[config.mk]
export PLATFORM = sky130hd
export DESIGN_NAME = gpio_irq_ctrl
export DESIGN_NICKNAME = d
export VERILOG_FILES = /design/src/rtl/gpio_irq_pkg.sv /design/src/rtl/gpio_sync_bank.sv /design/src/rtl/gpio_out_latch.sv /design/src/rtl/gpio_irq_detect.sv /design/src/rtl/gpio_irq_ctrl.sv
export SDC_FILE = /design/constraint.sdc
export NUM_CORES = 1
export LEC_CHECK = 0
export ABC_AREA = 1
export BUFFER_PORTS_ARGS = -buffer_cell sky130_fd_sc_hd__buf_2
export CORE_UTILIZATION = 52
export CTS_CLUSTER_SIZE = 30
export DETAILED_ROUTE_END_ITERATION = 8
export PLACE_DENSITY = 0.75
export SLEW_MARGIN = 15
export SYNTH_ARGS = -nofsm -noshare
export SYNTH_HDL_FRONTEND = slang
export SYNTH_SLANG_ARGS = --single-unit
[constraint.sdc]
create_clock -name clk -period 1.3 [get_ports clk]
set_input_delay 0 -clock clk [delete_from_list [all_inputs] [get_ports clk]]
set_output_delay 0 -clock clk [all_outputs]
set_load 0.05 [all_outputs]
[src/rtl/gpio_irq_pkg.sv]
package gpio_irq_pkg;

   localparam int unsigned BUS_W = 32;

   // byte offsets of the register window
   localparam logic [7:0] OFS_DIR   = 8'h00;
   localparam logic [7:0] OFS_INP   = 8'h04;
   localparam logic [7:0] OFS_SET   = 8'h0C;
   localparam logic [7:0] OFS_CLR   = 8'h10;
   localparam logic [7:0] OFS_ENA   = 8'h14;
   localparam logic [7:0] OFS_KIND  = 8'h18;
   localparam logic [7:0] OFS_SENSE = 8'h1C;
   localparam logic [7:0] OFS_PEND  = 8'h20;
   localparam logic [7:0] OFS_MASK  = 8'h24;

   typedef enum logic [3:0] {
      SEL_DIR,
      SEL_INP,
      SEL_SET,
      SEL_CLR,
      SEL_ENA,
      SEL_KIND,
      SEL_SENSE,
      SEL_PEND,
      SEL_MASK,
      SEL_NONE
   } reg_sel_e;

   function automatic reg_sel_e decode_offset(input logic [7:0] ofs);
      reg_sel_e sel;
      case (ofs)
         OFS_DIR:   sel = SEL_DIR;
         OFS_INP:   sel = SEL_INP;
         OFS_SET:   sel = SEL_SET;
         OFS_CLR:   sel = SEL_CLR;
         OFS_ENA:   sel = SEL_ENA;
         OFS_KIND:  sel = SEL_KIND;
         OFS_SENSE: sel = SEL_SENSE;
         OFS_PEND:  sel = SEL_PEND;
         OFS_MASK:  sel = SEL_MASK;
         default:   sel = SEL_NONE;
      endcase
      return sel;
   endfunction

endpackage

[src/rtl/gpio_sync_bank.sv]
module gpio_sync_bank #(
   parameter int unsigned WIDTH  = 16,
   parameter int unsigned STAGES = 2
) (
   input  logic             clk,
   input  logic             rst_n,
   input  logic [WIDTH-1:0] async_in,
   output logic [WIDTH-1:0] sync_out
);

   localparam int unsigned LAST = STAGES - 1;

   if (STAGES < 2) begin : g_bad_stages
      $error("gpio_sync_bank: STAGES must be at least 2");
   end

   logic [WIDTH-1:0] chain [STAGES];

   for (genvar s = 0; s < STAGES; s++) begin : g_stage
      if (s == 0) begin : g_first
         always_ff @(posedge clk or negedge rst_n) begin
            if (!rst_n) chain[0] <= '0;
            else        chain[0] <= async_in;
         end
      end else begin : g_next
         always_ff @(posedge clk or negedge rst_n) begin
            if (!rst_n) chain[s] <= '0;
            else        chain[s] <= chain[s-1];
         end
      end
   end

   assign sync_out = chain[LAST];

endmodule

[src/rtl/gpio_out_latch.sv]
module gpio_out_latch #(
   parameter int unsigned NUM_PINS  = 16,
   parameter bit          OE_INVERT = 1'b0
) (
   input  logic                clk,
   input  logic                rst_n,
   input  logic [NUM_PINS-1:0] set_stb,
   input  logic [NUM_PINS-1:0] clr_stb,
   input  logic [NUM_PINS-1:0] dir_bits,
   output logic [NUM_PINS-1:0] pin_out,
   output logic [NUM_PINS-1:0] pin_drive
);

   logic [NUM_PINS-1:0] latch_q;

   always_ff @(posedge clk or negedge rst_n) begin
      if (!rst_n) latch_q <= '0;
      else        latch_q <= (latch_q | set_stb) & ~clr_stb;
   end

   assign pin_out = latch_q;

   if (OE_INVERT) begin : g_dir_active_low
      assign pin_drive = ~dir_bits;
   end else begin : g_dir_active_high
      assign pin_drive = dir_bits;
   end

endmodule

[src/rtl/gpio_irq_detect.sv]
module gpio_irq_detect #(
   parameter int unsigned NUM_PINS = 16
) (
   input  logic                clk,
   input  logic                rst_n,
   input  logic [NUM_PINS-1:0] pin_s,
   input  logic [NUM_PINS-1:0] ena,
   input  logic [NUM_PINS-1:0] kind_level,
   input  logic [NUM_PINS-1:0] sense_hi,
   input  logic [NUM_PINS-1:0] ack,
   output logic [NUM_PINS-1:0] pend
);

   for (genvar i = 0; i < NUM_PINS; i++) begin : g_pin
      logic prev_q;
      logic latched_q;
      logic rise;
      logic fall;
      logic hit;
      logic lvl_match;

      always_ff @(posedge clk or negedge rst_n) begin
         if (!rst_n) prev_q <= 1'b0;
         else        prev_q <= pin_s[i];
      end

      assign rise      = pin_s[i] & ~prev_q;
      assign fall      = ~pin_s[i] & prev_q;
      assign hit       = ena[i] & ~kind_level[i] & (sense_hi[i] ? rise : fall);
      assign lvl_match = ena[i] & kind_level[i] & (pin_s[i] == sense_hi[i]);

      // a fresh edge outranks an acknowledge arriving in the same cycle
      always_ff @(posedge clk or negedge rst_n) begin
         if (!rst_n)             latched_q <= 1'b0;
         else if (kind_level[i]) latched_q <= 1'b0;
         else if (hit)           latched_q <= 1'b1;
         else if (ack[i])        latched_q <= 1'b0;
      end

      assign pend[i] = kind_level[i] ? lvl_match : latched_q;
   end

endmodule

[src/rtl/gpio_irq_ctrl.sv]
module gpio_irq_ctrl
   import gpio_irq_pkg::*;
#(
   parameter int unsigned NUM_PINS    = 16,
   parameter int unsigned ADDR_W      = 8,
   parameter bit          OE_INVERT   = 1'b0,
   parameter int unsigned SYNC_STAGES = 2
) (
   input  logic                clk,
   input  logic                rst_n,
   input  logic                reg_we,
   input  logic [ADDR_W-1:0]   reg_addr,
   input  logic [31:0]         reg_wdata,
   output logic [31:0]         reg_rdata,
   input  logic [NUM_PINS-1:0] pin_in,
   output logic [NUM_PINS-1:0] pin_out,
   output logic [NUM_PINS-1:0] pin_drive,
   output logic                irq
);

   localparam int unsigned PAD_W = BUS_W - NUM_PINS;

   if (NUM_PINS < 1 || NUM_PINS > 31) begin : g_bad_pins
      $error("gpio_irq_ctrl: NUM_PINS must be 1..31");
   end
   if (ADDR_W < 8) begin : g_bad_addr
      $error("gpio_irq_ctrl: ADDR_W must be at least 8");
   end

   // address qualification
   logic addr_hi_zero;
   if (ADDR_W > 8) begin : g_wide_addr
      assign addr_hi_zero = ~|reg_addr[ADDR_W-1:8];
   end else begin : g_narrow_addr
      assign addr_hi_zero = 1'b1;
   end

   reg_sel_e sel;
   reg_sel_e wr_sel;
   assign sel    = addr_hi_zero ? decode_offset(reg_addr[7:0]) : SEL_NONE;
   assign wr_sel = reg_we ? sel : SEL_NONE;

   logic [NUM_PINS-1:0] wd;
   assign wd = reg_wdata[NUM_PINS-1:0];

   // configuration registers
   logic [NUM_PINS-1:0] dir_q;
   logic [NUM_PINS-1:0] ena_q;
   logic [NUM_PINS-1:0] kind_q;
   logic [NUM_PINS-1:0] sense_q;
   logic [NUM_PINS-1:0] mask_q;

   always_ff @(posedge clk or negedge rst_n) begin
      if (!rst_n) begin
         dir_q   <= '0;
         ena_q   <= '0;
         kind_q  <= '0;
         sense_q <= '0;
         mask_q  <= '0;
      end else begin
         case (wr_sel)
            SEL_DIR:   dir_q   <= wd;
            SEL_ENA:   ena_q   <= wd;
            SEL_KIND:  kind_q  <= wd;
            SEL_SENSE: sense_q <= wd;
            SEL_MASK:  mask_q  <= wd;
            default: ;
         endcase
      end
   end

   // strobes
   logic [NUM_PINS-1:0] set_stb;
   logic [NUM_PINS-1:0] clr_stb;
   logic [NUM_PINS-1:0] ack_stb;
   assign set_stb = (wr_sel == SEL_SET)  ? wd : '0;
   assign clr_stb = (wr_sel == SEL_CLR)  ? wd : '0;
   assign ack_stb = (wr_sel == SEL_PEND) ? wd : '0;

   gpio_out_latch #(
      .NUM_PINS  (NUM_PINS),
      .OE_INVERT (OE_INVERT)
   ) u_out (
      .clk       (clk),
      .rst_n     (rst_n),
      .set_stb   (set_stb),
      .clr_stb   (clr_stb),
      .dir_bits  (dir_q),
      .pin_out   (pin_out),
      .pin_drive (pin_drive)
   );

   logic [NUM_PINS-1:0] pin_s;

   gpio_sync_bank #(
      .WIDTH  (NUM_PINS),
      .STAGES (SYNC_STAGES)
   ) u_sync (
      .clk      (clk),
      .rst_n    (rst_n),
      .async_in (pin_in),
      .sync_out (pin_s)
   );

   logic [NUM_PINS-1:0] pend_vec;

   gpio_irq_detect #(
      .NUM_PINS (NUM_PINS)
   ) u_detect (
      .clk        (clk),
      .rst_n      (rst_n),
      .pin_s      (pin_s),
      .ena        (ena_q),
      .kind_level (kind_q),
      .sense_hi   (sense_q),
      .ack        (ack_stb),
      .pend       (pend_vec)
   );

   assign irq = |(pend_vec & ena_q & mask_q);

   // read path
   logic [NUM_PINS-1:0] rd_bits;
   always_comb begin
      case (sel)
         SEL_DIR:   rd_bits = dir_q;
         SEL_INP:   rd_bits = pin_s;
         SEL_ENA:   rd_bits = ena_q;
         SEL_KIND:  rd_bits = kind_q;
         SEL_SENSE: rd_bits = sense_q;
         SEL_PEND:  rd_bits = pend_vec;
         SEL_MASK:  rd_bits = mask_q;
         default:   rd_bits = '0;
      endcase
   end

   assign reg_rdata = {{PAD_W{1'b0}}, rd_bits};

endmodule

Yosys cells after proc, flatten, opt, wreduce, memory -nomap -nowiden. Index checks and enable logic that the tools add are counted.

Register bits: 160. Bits in latches: 0. RAM bits: 0. Memory bits (read-only): 0. Input bits: 59. Output and inout bits: 65. Word-level logic and storage cells: 332. Memories kept: 0.

$add $sub $neg: 0. Multiply operators: 0. Divide/modulo/power cells: 0. Order comparisons: 0. Eq/ne operators: 37. Shifts and indexed selects: 0. Muxes and demuxes: 86. Bitwise logic cells: 149. Reductions and logical operators: 20.

Operators with widths (count): $pmux W16 S7 (1); $and A1 B1 Y1 (96); $mux W1 (80); $and A16 B16 Y16 (3); $mux W16 (3); $not A1 Y1 (48); $reduce_bool A3 Y1 (16); $pmux W4 S9 (1); $eq A4 B3 Y1 const B (8); $eq A8 B5 Y1 const B (4); $eq A1 B1 Y1 (16); $eq A8 B6 Y1 const B (2); $not A16 Y16 (1); $or A16 B16 Y16 (1); $reduce_or A16 Y1 (1); $eq A4 B2 Y1 const B (2); $eq A4 B4 Y1 const B (2); $eq A8 B3 Y1 const B (1); $eq A8 B4 Y1 const B (1); $logic_not A4 Y1 (2); $logic_not A8 Y1 (1); $eq A4 B1 Y1 const B (1); $mux W4 (1).

Depth between registers and ports, before layout.
Depth after elaboration: 8. Depth in mapped cells: 13. Mapped depth without buffers: 12.

Hierarchy. A second synthesis with hierarchy kept.

Cells, all modules: 1084. Area, all modules: 8366.8 µm².

Modules (own cells, without submodules): gpio_irq_ctrl (times used 1, cells each 652, area an instance 4843.4 µm², sequential area each 2001.9 µm²); gpio_irq_detect (times used 1, cells each 320, area an instance 1961.9 µm², sequential area each 800.8 µm²); gpio_sync_bank (times used 1, cells each 48, area an instance 920.9 µm², sequential area each 800.8 µm²); gpio_out_latch (times used 1, cells each 64, area an instance 640.6 µm², sequential area each 400.4 µm²).

Least setup slack after synthesis. Ideal clock, no wire load.

Path kind: flip-flop to output port. Start point: register dir_q[8]. End point: output reg_rdata[8]. Arrival: 1.434 ns. Required time: 1.300 ns. Setup slack: -0.134 ns. Cell stages (with the launch flop): 5. Buffers on the path: 0. Cell sequence: dfrtp_1 -> nand2_1 -> nand2_1 -> a211oi_1 -> o2111ai_1.

Cells in the longest elaborated chain, start to end: 1.

RTL lines: start: declaration (RTL line gpio_irq_ctrl.sv:47) `logic [NUM_PINS-1:0] dir_q;`; start signal: assignment (RTL line gpio_irq_ctrl.sv:62) `SEL_DIR: dir_q <= wd;`; $pmux W16 S7 (RTL line gpio_irq_ctrl.sv:125) `case (sel)`; end: declaration (RTL line gpio_irq_ctrl.sv:14) `output logic [31:0] reg_rdata,`.

Every way passes these cells.

Final worst setup path.
Start point: register u_sync.chain, in the netlist u_sync.sync_out[3]. End point: output irq.

Cells in the longest elaborated chain, start to end: 6.

RTL lines: start: declaration (RTL line gpio_sync_bank.sv:17) `logic [WIDTH-1:0] chain [STAGES];`; start signal: indexed assignment (RTL line gpio_sync_bank.sv:28) `else chain[s] <= chain[s-1];`; $eq A1 B1 Y1 (RTL line gpio_irq_detect.sv:30) `assign lvl_match = ena[i] & kind_level[i] & (pin_s[i] == sense_hi[i]);`; $and A1 B1 Y1 (RTL line gpio_irq_detect.sv:30); $mux W1 (RTL line gpio_irq_detect.sv:40) `assign pend[i] = kind_level[i] ? lvl_match : latched_q;`; $and A16 B16 Y16 (2 in series) (RTL line gpio_irq_ctrl.sv:120) `assign irq = |(pend_vec & ena_q & mask_q);`; $reduce_or A16 Y1 (RTL line gpio_irq_ctrl.sv:120); end: declaration (RTL line gpio_irq_ctrl.sv:18) `output logic irq`.

Every way passes these cells.

==> results by group <==
Run status
  – Status: finished, violations left
  – Violations in the final reports: setup timing

Global routing
  – GR met2 Demand/Resource: 0.534
  – Total gr overflow: 0
  – Overall Global Routing Usage: 0.314
  – Most Crowded Layer GR: met2
  – Antenna violations before repair: 0
  – Via count of the first global-routing pass: ~7,200
  – Met1 Use GR: 0.373
  – Pin count of the biggest net entering global routing: a little over 60
  – Met3 Track Usage GR: 0.0712
  – First-pass GRT wire length: 35.0 mm

Clock network
  – TritonCTS clock tree: built
  – Clock transition at the register clock pins on the worst setup and hold paths after CTS: 0.06 ns
  – Longest Clk Path Bufs: 2
  – Cts bufs inserted: 17
  – Depth of the CTS H-tree: 4
  – Insertion delay of the later-clocked pin in the worst-skew pair: 0.43 ns
  – Number of clock sinks: 160
  – Clock root cell: clkbuf_16

Yosys
  – Register bit count reported by yosys: 160
  – Share of synthesized area spent on multiplexers: 0.00303
  – Cell area after synthesis: 7430 um2
  – Unique cell type count in the Yosys netlist: 33
  – Part of the Yosys area used for sequential elements: 0.539
  – Average instance area after synthesis: about 8.5 um2
  – Share of synthesized cell area in full adder, half adder and majority cells: 0
  – Simple-gate area share of the yosys netlist: 0.250
  – Synthesis Warnings: 0
  – Parity-gate share of the synthesized area counting xor and xnor cells: 0
  – Main combinational cell family by area after synthesis: simple AND/OR/NAND/NOR gates
  – Cells after synthesis: 872
  – Synthesized-area fraction occupied by ao, oa, aoi and oai cells: 0.129

Flow run
  – Max Cap Violations: 0

Drt
  – Drt drc: 0
  – Total detailed-routing wirelength: 22.3 mm
  – Antenna Nets Post-Route: 0
  – Vias per inst: between 5 and 6
  – Via count: between 7,000 and 8,000
  – First-iteration detailed-routing DRC count: 585
  – First drt pass iteration count: 8
  – Wire length per cell after detailed routing: 17.0 um

Setup path
  – Worst path required time: between 1 and 1.5 ns
  – Count of cells along the worst register-to-register path: 7
  – Cell type of the slowest stage on the worst timing path: dfrtp_1
  – Worst r2r dst: u_detect.g_pin[13].latched_q
  – Type of the setup path with the least slack: register to output port
  – Arrival time at the worst endpoint: 1.83 ns
  – Worst stage delay on the critical path: 0.40 ns
  – Kind of start point of the critical path: register
  – Crit Path Max Fanout: 2
  – Worst setup EP type: output port
  – Setup slack of the most critical reg-to-reg path: around 0.05 ns
  – Cell-by-cell listing of the critical path: buf_6, o211ai_1, nand2_1, nand3_1, nand4_1, nor2_1, nand2_1, buf_6
  – Startpoint of the worst register-to-register path: sense_q[13]

Layout
  – Final cell area excluding filler cells: 10,400 um2
  – Count of placed standard cells in the final layout, fillers left out: 1,317
  – Filler Cell Count: between 900 and 1,000
  – Net count reported at finish: 1,183
  – Area overhead of the layout relative to synthesis: 40.2%
  – Top library cells by usage in the layout, fill and taps aside: nand2_1 (201), dfrtp_1 (158), buf_4 (117)
  – Ratio of cells with drive above 1 in the final layout: 0.321
  – Total inserted antenna cells: 0
  – Most common library cell in the layout ignoring fill and taps: nand2_1

Place
  – Placement-stage cell area: 9020 um2
  – Final weighted congestion in routability-driven placement: between 0.9 and 1
  – DP Wirelength: roughly 15 mm
  – Post-placement setup slack: -0.312 ns
  – Count of input and output buffers: 91
  – Placed Cells incl. Taps: roughly 1,200

STA
  – Top achievable clock speed: about 550 MHz
  – Final setup violation count: 17
  – Share of the clock period used by the worst path: 1.41
  – RSZ-0062 raised after global routing: yes
  – Post-layout worst setup margin: -0.527 ns
  – Setup Skew: ~0.0060 ns
  – Hold Violations, Final: 0
  – Fin. max-slew vios: 0
  – Time the worst path needs with I/O delays and setup: between 1.5 and 2 ns

Floorplanning
  – Die Width: roughly 120 um
  – Die area: 14,800 um2
  – Floorplan die height: approximately 120 um
  – Starting density of the core: 0.533
  – Count of boundary I/O pins: 124
  – Placeable core region: approximately 14,000 um2
  – Number of standard-cell rows in the floorplan: 43

Power and ir drop
  – Power Density: between 1000 and 1500 nW/um2
  – Total power consumption of the routed design: around 12 mW
  – P_leak: ~5.4 nW
  – Worst vdd ir: roughly 0.0011 V

Min path
  – HP Class: input pin to async pin
==> per-stage QoR <==
stage / util / TNS [ns] / hold slack [ns]
floorplan: - / -0.340 / -0.296
finish: 0.748 / -6.58 / 0.0440
global route: 0.748 / -7.89 / 0.0753
CTS: 0.739 / -6.55 / 0.0408
global placement: 0.648 / -20.19 / -0.0697
detailed placement: 0.648 / -23.06 / -0.0697
==> routing by layer <==
layer	up-vias	share of wire
met5	-	0
met4	0	0.029
met3	55	0.063
met2	308	0.51
met1	3563	0.40
li1	3373	-
==> logic make-up (layout without fill, tap and decap cells) <==
group                  count (synthesis)  after routing
AOI/OAI and AO/OA                    159            159
buffers and inverters                129            378
DFF                                  160            160
muxes                                  2              2
other                                  1             16
and+or+nand+nor                      421            422
==> cell usage after synthesis (all sizes together) <==
cell type	n	share of area
a22o	3	0.0035
nor3	1	0.0022
a221oi	18	0.021
a21oi	12	0.0081
dfrtp	160	0.54
o2111ai	1	0.0012
buf	32	0.029
mux2	2	0.0030
o22ai	15	0.013
conb	1	0.00050
clkbuf	13	0.0066
inv	84	0.043
o211ai	7	0.0071
o21ai	90	0.062
a21boi	12	0.012
a211oi	1	0.0010
nor2	114	0.064
nand2	228	0.12
nand4	46	0.040
nand3	32	0.026
==> repair_timing <==
action	CTS	global route
resized for setup	96	31
endpoints found under the hold margin	252	0
buffers inserted	12	6
endpoints found under the setup margin	17	18
pin swaps	23	20
gates cloned	0	1
hold buffers	33	0
==> area by class of cell <==
cell class,count,area (um2),area share
clock buffer,29,551,0.0528
inverter,84,320,0.0307
sequential,160,4010,0.384
clock inverter,3,42.5,0.00408
tap,180,225,0.0216
timing repair buffer,262,2130,0.204
multi-input combinational,599,3150,0.302
==> power breakdown <==
group          leakage [nW]  switching, mW  total, mW  internal [mW]
Clock                 0.290           1.91       4.95           3.04
Combinational          2.96          0.784       1.25          0.467
Sequential             2.10          0.190       5.44           5.25
==> state kept, by name, indices dropped and copies added, names as in the netlist <==
| register | count |
|---|---|
| dir_q | 16 |
| ena_q | 16 |
| kind_q | 16 |
| mask_q | 16 |
| sense_q | 16 |
| u_detect.g_pin.latched_q | 16 |
| u_detect.g_pin.prev_q | 16 |
| u_out.pin_out | 16 |
| u_sync.chain | 16 |
| u_sync.sync_out | 16 |
==> how the worst max path moves through the flow <==
stage | start | endpoint | slack, ns | cells past startpoint
2_1_floorplan | dir_q[5] | reg_rdata[5] | -0.03 | 2
3_3_place_gp | reg_addr[6] | kind_q[6] | -0.27 | 11
3_5_place_dp | reg_addr[6] | kind_q[3] | -0.31 | 11
4_1_cts | u_sync.sync_out[2] | irq | -0.55 | 8
5_1_grt | sense_q[0] | irq | -0.62 | 9
6_report | u_sync.sync_out[3] | irq | -0.53 | 8
==> critical path: cells and delay by family (launching register included) <==
family / cells / cell delay [ns]
simple gates: 5 / 0.54
flops: 1 / 0.40
buf+inv: 2 / 0.30
compound gates: 1 / 0.16
Note: power is estimated with default switching activity, not from simulation.
